File: config.mk
export PLATFORM = sky130hd
export DESIGN_NAME = hcol_top
export DESIGN_NICKNAME = d
export VERILOG_FILES = /design/src/rtl/hcol_pkg.sv /design/src/rtl/hcol_seq.sv /design/src/rtl/hcol_bank.sv /design/src/rtl/hcol_top.sv
export SDC_FILE = /design/constraint.sdc
export NUM_CORES = 1
export LEC_CHECK = 0
export BUFFER_PORTS_ARGS = -buffer_cell sky130_fd_sc_hd__buf_2
export CAP_MARGIN = 20
export CORE_ASPECT_RATIO = 1.25
export CORE_UTILIZATION = 40
export DETAILED_ROUTE_END_ITERATION = 8
export GPL_ROUTABILITY_DRIVEN = 0
export REMOVE_ABC_BUFFERS = 1
export SETUP_SLACK_MARGIN = 0.3
export SYNTH_ARGS = -nofsm -noshare
export SYNTH_HDL_FRONTEND = slang
export SYNTH_SLANG_ARGS = --single-unit
File: constraint.sdc
create_clock -name clk -period 5.92 [get_ports clk]
set_input_delay 0.296 -clock clk [delete_from_list [all_inputs] [get_ports clk]]
set_output_delay 0.296 -clock clk [all_outputs]
set_load 0.02 [all_outputs]
File: src/rtl/hcol_pkg.sv
package hcol_pkg;

    typedef enum logic [2:0] {
        PH_IDLE    = 3'd0,
        PH_S1_HEAD = 3'd1,
        PH_S2      = 3'd2,
        PH_S1_TAIL = 3'd3,
        PH_DONE    = 3'd4
    } phase_e;

    // Order of the schedule: head of stimulus 1, stimulus 2, tail of stimulus 1.
    function automatic phase_e next_phase(phase_e p);
        case (p)
            PH_S1_HEAD: return PH_S2;
            PH_S2:      return PH_S1_TAIL;
            PH_S1_TAIL: return PH_DONE;
            default:    return p;
        endcase
    endfunction

    function automatic logic is_acquiring(phase_e p);
        return (p == PH_S1_HEAD) || (p == PH_S2) || (p == PH_S1_TAIL);
    endfunction

endpackage

File: src/rtl/hcol_seq.sv
module hcol_seq
    import hcol_pkg::*;
#(
    parameter int CODE_W = 4,
    parameter int DENS_W = 8
) (
    input  logic              clk,
    input  logic              rst,
    input  logic              start,
    input  logic              code_vld,
    input  logic [DENS_W-1:0] dens1,
    input  logic [DENS_W-1:0] dens2,
    output logic              clr,
    output logic              inc_en,
    output logic              inc_bank,
    output logic              stim_sel,
    output logic              done
);
    localparam int TGT_W = DENS_W + CODE_W;

    phase_e            phase_q;
    logic              settle_q;
    logic [TGT_W-1:0]  cnt_q;
    logic [DENS_W-1:0] d1_q, d2_q;
    logic [TGT_W-1:0]  tgt_half, tgt_mid, tgt;
    logic              take, last;

    always_comb begin
        tgt_half = TGT_W'(d1_q) << (CODE_W - 1);
        tgt_mid  = TGT_W'(d2_q) << CODE_W;
        tgt      = (phase_q == PH_S2) ? tgt_mid : tgt_half;
        take     = is_acquiring(phase_q) && code_vld && !start;
        inc_en   = take && !settle_q;
        last     = inc_en && ((cnt_q + 1'b1) == tgt);
    end

    assign clr      = start;
    assign inc_bank = (phase_q == PH_S2);
    assign stim_sel = (phase_q == PH_S2);
    assign done     = (phase_q == PH_DONE);

    always_ff @(posedge clk) begin
        if (rst) begin
            phase_q  <= PH_IDLE;
            settle_q <= 1'b0;
            cnt_q    <= '0;
            d1_q     <= DENS_W'(1);
            d2_q     <= DENS_W'(1);
        end else if (start) begin
            phase_q  <= PH_S1_HEAD;
            settle_q <= 1'b1;
            cnt_q    <= '0;
            d1_q     <= (dens1 == '0) ? DENS_W'(1) : dens1;
            d2_q     <= (dens2 == '0) ? DENS_W'(1) : dens2;
        end else if (take) begin
            if (settle_q) begin
                settle_q <= 1'b0;
            end else if (last) begin
                phase_q  <= next_phase(phase_q);
                cnt_q    <= '0;
                settle_q <= 1'b1;
            end else begin
                cnt_q <= cnt_q + 1'b1;
            end
        end
    end

    // the select line moves only at a phase boundary.
    assert_sel_at_boundary_R3: assert property (@(posedge clk) disable iff (rst)
        !$stable(stim_sel) |-> (settle_q && cnt_q == '0));

    // a phase never reaches its target without moving on.
    assert_cnt_below_target_R3: assert property (@(posedge clk) disable iff (rst)
        is_acquiring(phase_q) |-> (cnt_q < tgt));

    // entering stimulus 2 arms the drop of its first sample.
    assert_drop_armed_R4: assert property (@(posedge clk) disable iff (rst)
        $rose(stim_sel) |-> settle_q);

    // select is low while done.
    assert_done_sel_low_R9: assert property (@(posedge clk) disable iff (rst)
        done |-> !stim_sel);

endmodule

File: src/rtl/hcol_bank.sv
module hcol_bank #(
    parameter int CODE_W = 4,
    parameter int CNT_W  = 16
) (
    input  logic              clk,
    input  logic              rst,
    input  logic              clr,
    input  logic              inc_en,
    input  logic [CODE_W-1:0] inc_code,
    input  logic [CODE_W-1:0] rd_addr,
    output logic [CNT_W-1:0]  rd_cnt,
    output logic              sat_hit
);
    localparam int NBIN = 1 << CODE_W;
    localparam logic [CNT_W-1:0] CMAX = '1;

    logic [CNT_W-1:0] bins_q [NBIN];

    assign rd_cnt  = bins_q[rd_addr];
    assign sat_hit = inc_en && (bins_q[inc_code] == CMAX);

    always_ff @(posedge clk) begin
        if (rst || clr) begin
            for (int i = 0; i < NBIN; i++) bins_q[i] <= '0;
        end else if (inc_en && (bins_q[inc_code] != CMAX)) begin
            bins_q[inc_code] <= bins_q[inc_code] + 1'b1;
        end
    end

    // a counted sample adds exactly one below the ceiling.
    assert_inc_by_one_R5: assert property (@(posedge clk) disable iff (rst)
        (inc_en && !clr && bins_q[inc_code] != CMAX)
        |=> (bins_q[$past(inc_code)] == $past(bins_q[inc_code]) + 1'b1));

    // a counter at the ceiling stays there.
    assert_no_wrap_R7: assert property (@(posedge clk) disable iff (rst)
        (inc_en && !clr && bins_q[inc_code] == CMAX)
        |=> (bins_q[$past(inc_code)] == CMAX));

endmodule

File: src/rtl/hcol_top.sv
module hcol_top
    import hcol_pkg::*;
#(
    parameter int CODE_W = 4,
    parameter int CNT_W  = 16,
    parameter int DENS_W = 8
) (
    input  logic              clk,
    input  logic              rst,
    input  logic              start,
    input  logic              code_vld,
    input  logic [CODE_W-1:0] code,
    input  logic [DENS_W-1:0] dens1,
    input  logic [DENS_W-1:0] dens2,
    output logic              stim_sel,
    output logic              done,
    output logic              overflow,
    input  logic              rd_bank,
    input  logic [CODE_W-1:0] rd_addr,
    output logic [CNT_W-1:0]  rd_data
);
    localparam int NBANK = 2;

    logic             clr, inc_en, inc_bank;
    logic [NBANK-1:0] bank_inc, bank_sat;
    logic [CNT_W-1:0] bank_rd [NBANK];
    logic             ovf_q;

    hcol_seq #(.CODE_W(CODE_W), .DENS_W(DENS_W)) seq_i (
        .clk(clk), .rst(rst), .start(start), .code_vld(code_vld),
        .dens1(dens1), .dens2(dens2), .clr(clr), .inc_en(inc_en),
        .inc_bank(inc_bank), .stim_sel(stim_sel), .done(done)
    );

    for (genvar b = 0; b < NBANK; b++) begin : g_bank
        assign bank_inc[b] = inc_en && (inc_bank == 1'(b));
        hcol_bank #(.CODE_W(CODE_W), .CNT_W(CNT_W)) bank_i (
            .clk(clk), .rst(rst), .clr(clr), .inc_en(bank_inc[b]),
            .inc_code(code), .rd_addr(rd_addr), .rd_cnt(bank_rd[b]),
            .sat_hit(bank_sat[b])
        );
    end

    always_ff @(posedge clk) begin
        if (rst || clr)      ovf_q <= 1'b0;
        else if (|bank_sat)  ovf_q <= 1'b1;
    end

    assign overflow = ovf_q;
    assign rd_data  = done ? bank_rd[rd_bank] : '0;

    // at most one bank takes a sample in any cycle.
    assert_one_bank_R5: assert property (@(posedge clk) disable iff (rst)
        $onehot0(bank_inc));

    // overflow is sticky until a start.
    assert_ovf_sticky_R7: assert property (@(posedge clk) disable iff (rst)
        (overflow && !start) |=> overflow);

    // no bank is written while done.
    assert_quiet_when_done_R9: assert property (@(posedge clk) disable iff (rst)
        done |-> (bank_inc == '0));

endmodule

# == After elaboration in Yosys (flattened, before gate mapping) ==
# Memories as Yosys holds them, arrays and structs flattened.
# Index checks and enable logic that the tools add are counted.
# totals
ram_bits,512
in_bits,29
mem_count,2
regBits,33
word_cells,85
out_inout_bits,19
# memory_table
name,words,word_bits,read_ports,rd_clocked_by_memory_dff,wr,line_no,text
g_bank[0].bank_i.bins_q,16,16,2,0,16,hcol_bank.sv:17,logic [CNT_W-1:0] bins_q [NBIN];
g_bank[1].bank_i.bins_q,16,16,2,0,16,hcol_bank.sv:17,
# op_classes
addsub,3
n_eq_ne,10
magnitude_cmp,1
n_reduce_logical,28
n_bitwise,3
mux,31
# op_table
cell,n
$mux W16,6
$add A16 B1 Y16 const B,2
$eq A16 B16 Y1 const B,2
$ne A16 B16 Y1 const B,2
$reduce_or A16 Y1,2
$mux W12,2
$mux W1,18
$logic_not A8 Y1,2
$mux W8,2
$add A12 B1 Y12 const B,1
$eq A12 B12 Y1,1
$logic_and A1 B1 Y1,10
$pmux W3 S3,1
$mux W4,2
$reduce_and A4 Y1,2
$eq A3 B2 Y1 const B,2
$reduce_bool A2 Y1,2
$reduce_bool A4 Y1,1
$reduce_or A2 Y1,2
$eq A3 B1 Y1 const B,1
$eq A3 B3 Y1 const B,1
$logic_or A1 B1 Y1,3
$reduce_bool A3 Y1,1
$ge A2 B2 Y1 const B,1
other kinds (5),7

# == Logic depth before layout (Yosys ltp) ==
# depth
depth_word,13
ltp_mapped,18
depth_no_buf,10

# == Hierarchy ==
# From an unflattened synthesis, not the netlist that was laid out.
# unflattened
hier_cells,2003
hier_area_um2,28906.5
# modules_own_cells
module,instances,cells_per_inst,seq_area_each_um2,area_each_um2
hcol_bank at g_bank[0].bank_i,1,883,7687.4,13553.0
hcol_bank at g_bank[1].bank_i,1,883,7687.4,13246.5
hcol_seq,1,197,640.6,1769.2
hcol_top,1,40,20.0,337.8

# == Worst setup path after synthesis ==
# OpenSTA, ideal clock, no wires.
# synth_timing
kind,input -> register
startpoint,in code[1]
endpoint,mem g_bank[0].bank_i.bins_q[2][0] (enable)
t_arrival_ps,3796
path_stages,18
slack_ps,1760
n_path_buf,8
setup_time_ps,364
required_ps,5556
path_cell_list,buf_4 -> buf_6 -> buf_6 -> buf_4 -> mux4_2 -> a22oi_1 -> nand2_1 -> clkbuf_1 -> ha_1 -> nand2_1 -> o22a_1 -> or4_1 -> or2_1 -> buf_2 -> buf_6 -> nand3_2 -> buf_4 -> nand2_1
# synth_rtl
element,line_no,text
start: declaration,hcol_top.sv:12,"input logic [CODE_W-1:0] code,"
end: declaration,hcol_bank.sv:17,

==> impl_results.md <==
- Final setup fails: 0
- Count of final hold-check violations: 0
- Clk slew on worst S/H paths: 0.06 ns
- Die area: 0.0725 sq mm
- Max Clk Rate: 224 MHz
- CTS Buf Count: 56
- Final period util: 75.5%
- Buffers & Inverters on Critical Path: 3
- Clk sinks: 545
- Initial antenna violation count: 2
- Seq/Total Area, Yosys: 56.1%
- Critical path class: in -> reg
- Most frequent CP cell: nand2_1
- Most frequent cells in the layout: nor2_1 (556), edfxtp_1 (512), mux4_2 (289), buf_4 (88), nand2_1 (84)
- Port Buf Inserts: 47
- RSZ-0062 raised after global routing: false
- Sw power: 2280 uW
- Hold Path Origin: rst
- Fin cells: 3012
- Largest net degree at the start of global routing: 62
- #FFs+latches synth: 545
- Fin nets: 2056
- Crit path launch: code[3]
- WL per Instance: 29.4 um
- YS warnings: 0
- Post-synth EDFFs: 512
- Worst Hold Class: in -> reg
- Critical-path cell list: buf_2, nor2b_4, buf_4, a22oi_1, nand2_1, ha_1, nand2_1, o22a_1, or4_1, or2_1, nand3_2, buf_4, nand2_1
- First-pass GRT wire length: 131000 um
- Max-cap violations: 0
- Number of fillers in the final layout: 6347
- Leak: 0.0112 uW
- Critical Path Fanout Max: 17
- Status: finished, final reports clean
- CP peak stage delay: 0.65 ns
- Remaining global-route overflow: 0
- Vias in the first global route: 19000
- Clock Power Share: 40.9%
- Antenna cells: 0
- Crit path arrival time: 4.61 ns
- Post-route minimum period: 4.47 ns
- Synthesized area: 0.0286 sq mm
- Comb pwr share: 10.9%
- HPWL after detailed placement: 59400 um
- Max Slew Vio Count: 0
- Number of H-tree levels: 2
- CP Capture Type: flop
- Drt pass-1 iters: 7
- DRT iter0 DRCs: 2027
- Distinct cell type count after synthesis: 60
- Final WL: 88700 um
- Area Growth Syn to Fin: 12.6%
- Internal power: 6940 uW
- TritonCTS clock tree: yes
- Critical Path Source Type: input port
- Via-to-Cell Ratio: 6.15
- Launching point of the worst reg2reg path: g_bank[1].bank_i.bins_q[3][0]
- Switch share: 24.8%
- Max Clock Skew: 0.0423 ns
- Core area: 0.0706 sq mm
- Cell family with most CP delay: simple AND/OR/NAND/NOR gates
- Worst slew pin tran: 1.11 ns
- Postcts setup bufs: 0
- Die Y: 301 um
- Initial Util: 40.4%
- Sequential power share: 48.2%
- Slowest cell on crit path: nand2_1
- Tot GR Track Use: 25.1%
- I/O pin count: 48
- Syn Area/Cell: 14.4 sq um
- Cells after Synth: 1981
- Clock buffer depth: 3
- PwrDens: 287 mW/mm^2
- Most common cell after layout, fill and taps aside: nor2_1
- Clk_lat worst skew: 0.65 ns
- Max_slew headroom: 25.8%
- Post-synth top flop: edfxtp_1
- Row count: 109
- Required time at the worst-slack endpoint: 6.06 ns
- Placed Cells: 2893
- DRC: 0
- Maximum VDD drop: 0.000227 V
- Vias: 18500
- Fin Setup TNS: 0 ns
- Root Buffer: clkbuf_16
- Share of layout cells above drive strength 1: 28.0%
- Fraction of registers with async set/reset: 0%
- Antenna Violating Nets Remaining: 0
- Die Wd: 241 um
==> sequential cells by signal (all words and copies together) (netlist names) <==
register,count
g_bank.bank_i.bins_q,512
overflow,1
seq_i.cnt_q,12
seq_i.d1_q,8
seq_i.d2_q,8
seq_i.phase_q,3
seq_i.settle_q,1
==> power by group through the flow <==
stage	registers (uW)	clock network, uW	logic [uW]
2_1_floorplan	4480	0	532
3_3_place_gp	4520	0	986
3_5_place_dp	4530	0	989
4_1_cts	4450	3810	1000
5_1_grt	4460	3930	1050
6_report	4450	3770	1010
==> final cells by class <==
class,instances,area [sq um],share of cell area (%)
Clock buffer,66,1460,4.54
Sequential cell,545,16000,49.9
Tap cell,943,1180,3.67
Inverter,11,41.3,0.128
Multi-Input combinational cell,1254,11800,36.7
Timing Repair Buffer,156,1190,3.70
Clock inverter,37,439,1.37
==> worst register-to-register path, cell delays in order (launching register included) <==
cell and delay (ns):
edfxtp_1 0.44, mux4_2 0.48, a22oi_1 0.19, nand2_2 0.27, ha_1 0.36, nand4_1 0.21, nor2_2 0.14, nand3_4 0.31
nand4_4 0.45, nand2_1 0.97
==> per-stage QoR <==
| stage | power, uW | setup slack (ns) | hold slack [ns] | utilization [%] | area [sq um] |
|---|---|---|---|---|---|
| finish | 9220 | 1.45 | 0.0519 | 45.5 | 32200 |
| global route | 9440 | 1.26 | 0.0531 | 45.5 | 32200 |
| CTS | 9260 | 1.47 | 0.0306 | 45.5 | 32200 |
| detailed placement | 5520 | 0.805 | 0.478 | 42.6 | 30100 |
| global placement | 5500 | 0.842 | 0.477 | 42.6 | 30100 |
| floorplan | 5010 | 0.816 | 0.365 | - | 27700 |
==> cells by family after synthesis <==
family          Yosys count  synth area share, %
compound gates           92                 2.24
simple gates            784                 12.3
flops                   545                 56.1
xor+xnor                 45                 1.70
mux                     330                 24.2
buf+inv                 182                 3.31
fa+ha+maj                 3                0.131
==> final timing paths <==
kind              cells past startpoint  slack, ns                             end
setup / recovery                     13       1.45  g_bank[0].bank_i.bins_q[15][9]
hold / removal                        2       0.05                   seq_i.d1_q[2]
setup reg to reg                      9       1.68  g_bank[1].bank_i.bins_q[11][5]
hold reg to reg                       1       0.49                   seq_i.d2_q[0]
==> synthesized netlist by cell type (11+ instances only) <==
cell        n  area [sq um]
a21oi_1    12          60.1
a22oi_1    55           413
buf_1      20          75.1
buf_2      51           255
buf_4      17           128
buf_6      12           135
clkbuf_1   68           255
dfxtp_1    33           661
edfxtp_1  512         15400
mux2i_1    40           400
mux4_2    289          6510
nand2_1    84           315
nand3_1    22           110
nand4_1    11          68.8
nor2_1    558          2090
nor3_1     26           130
o21ai_0    11          55.1
xnor2_1    26           228
xor2_1     12           105
==> layer usage <==
| layer | vias up | global-route usage (%) | wire length, um |
|---|---|---|---|
| met4 | 4 | 9.55 | 3700 |
| met5 | - | 0 | 25 |
| met2 | 960 | 43.3 | 45400 |
| met1 | 9663 | 31.5 | 32700 |
| met3 | 214 | 4.14 | 6800 |
| li1 | 7691 | - | - |
==> timing repair <==
action,4_1_cts,5_1_grt
resized for setup,0,0
hold buffers,16,0
hold endpoints to repair,16,0
Note: power is estimated with default switching activity, not from simulation.
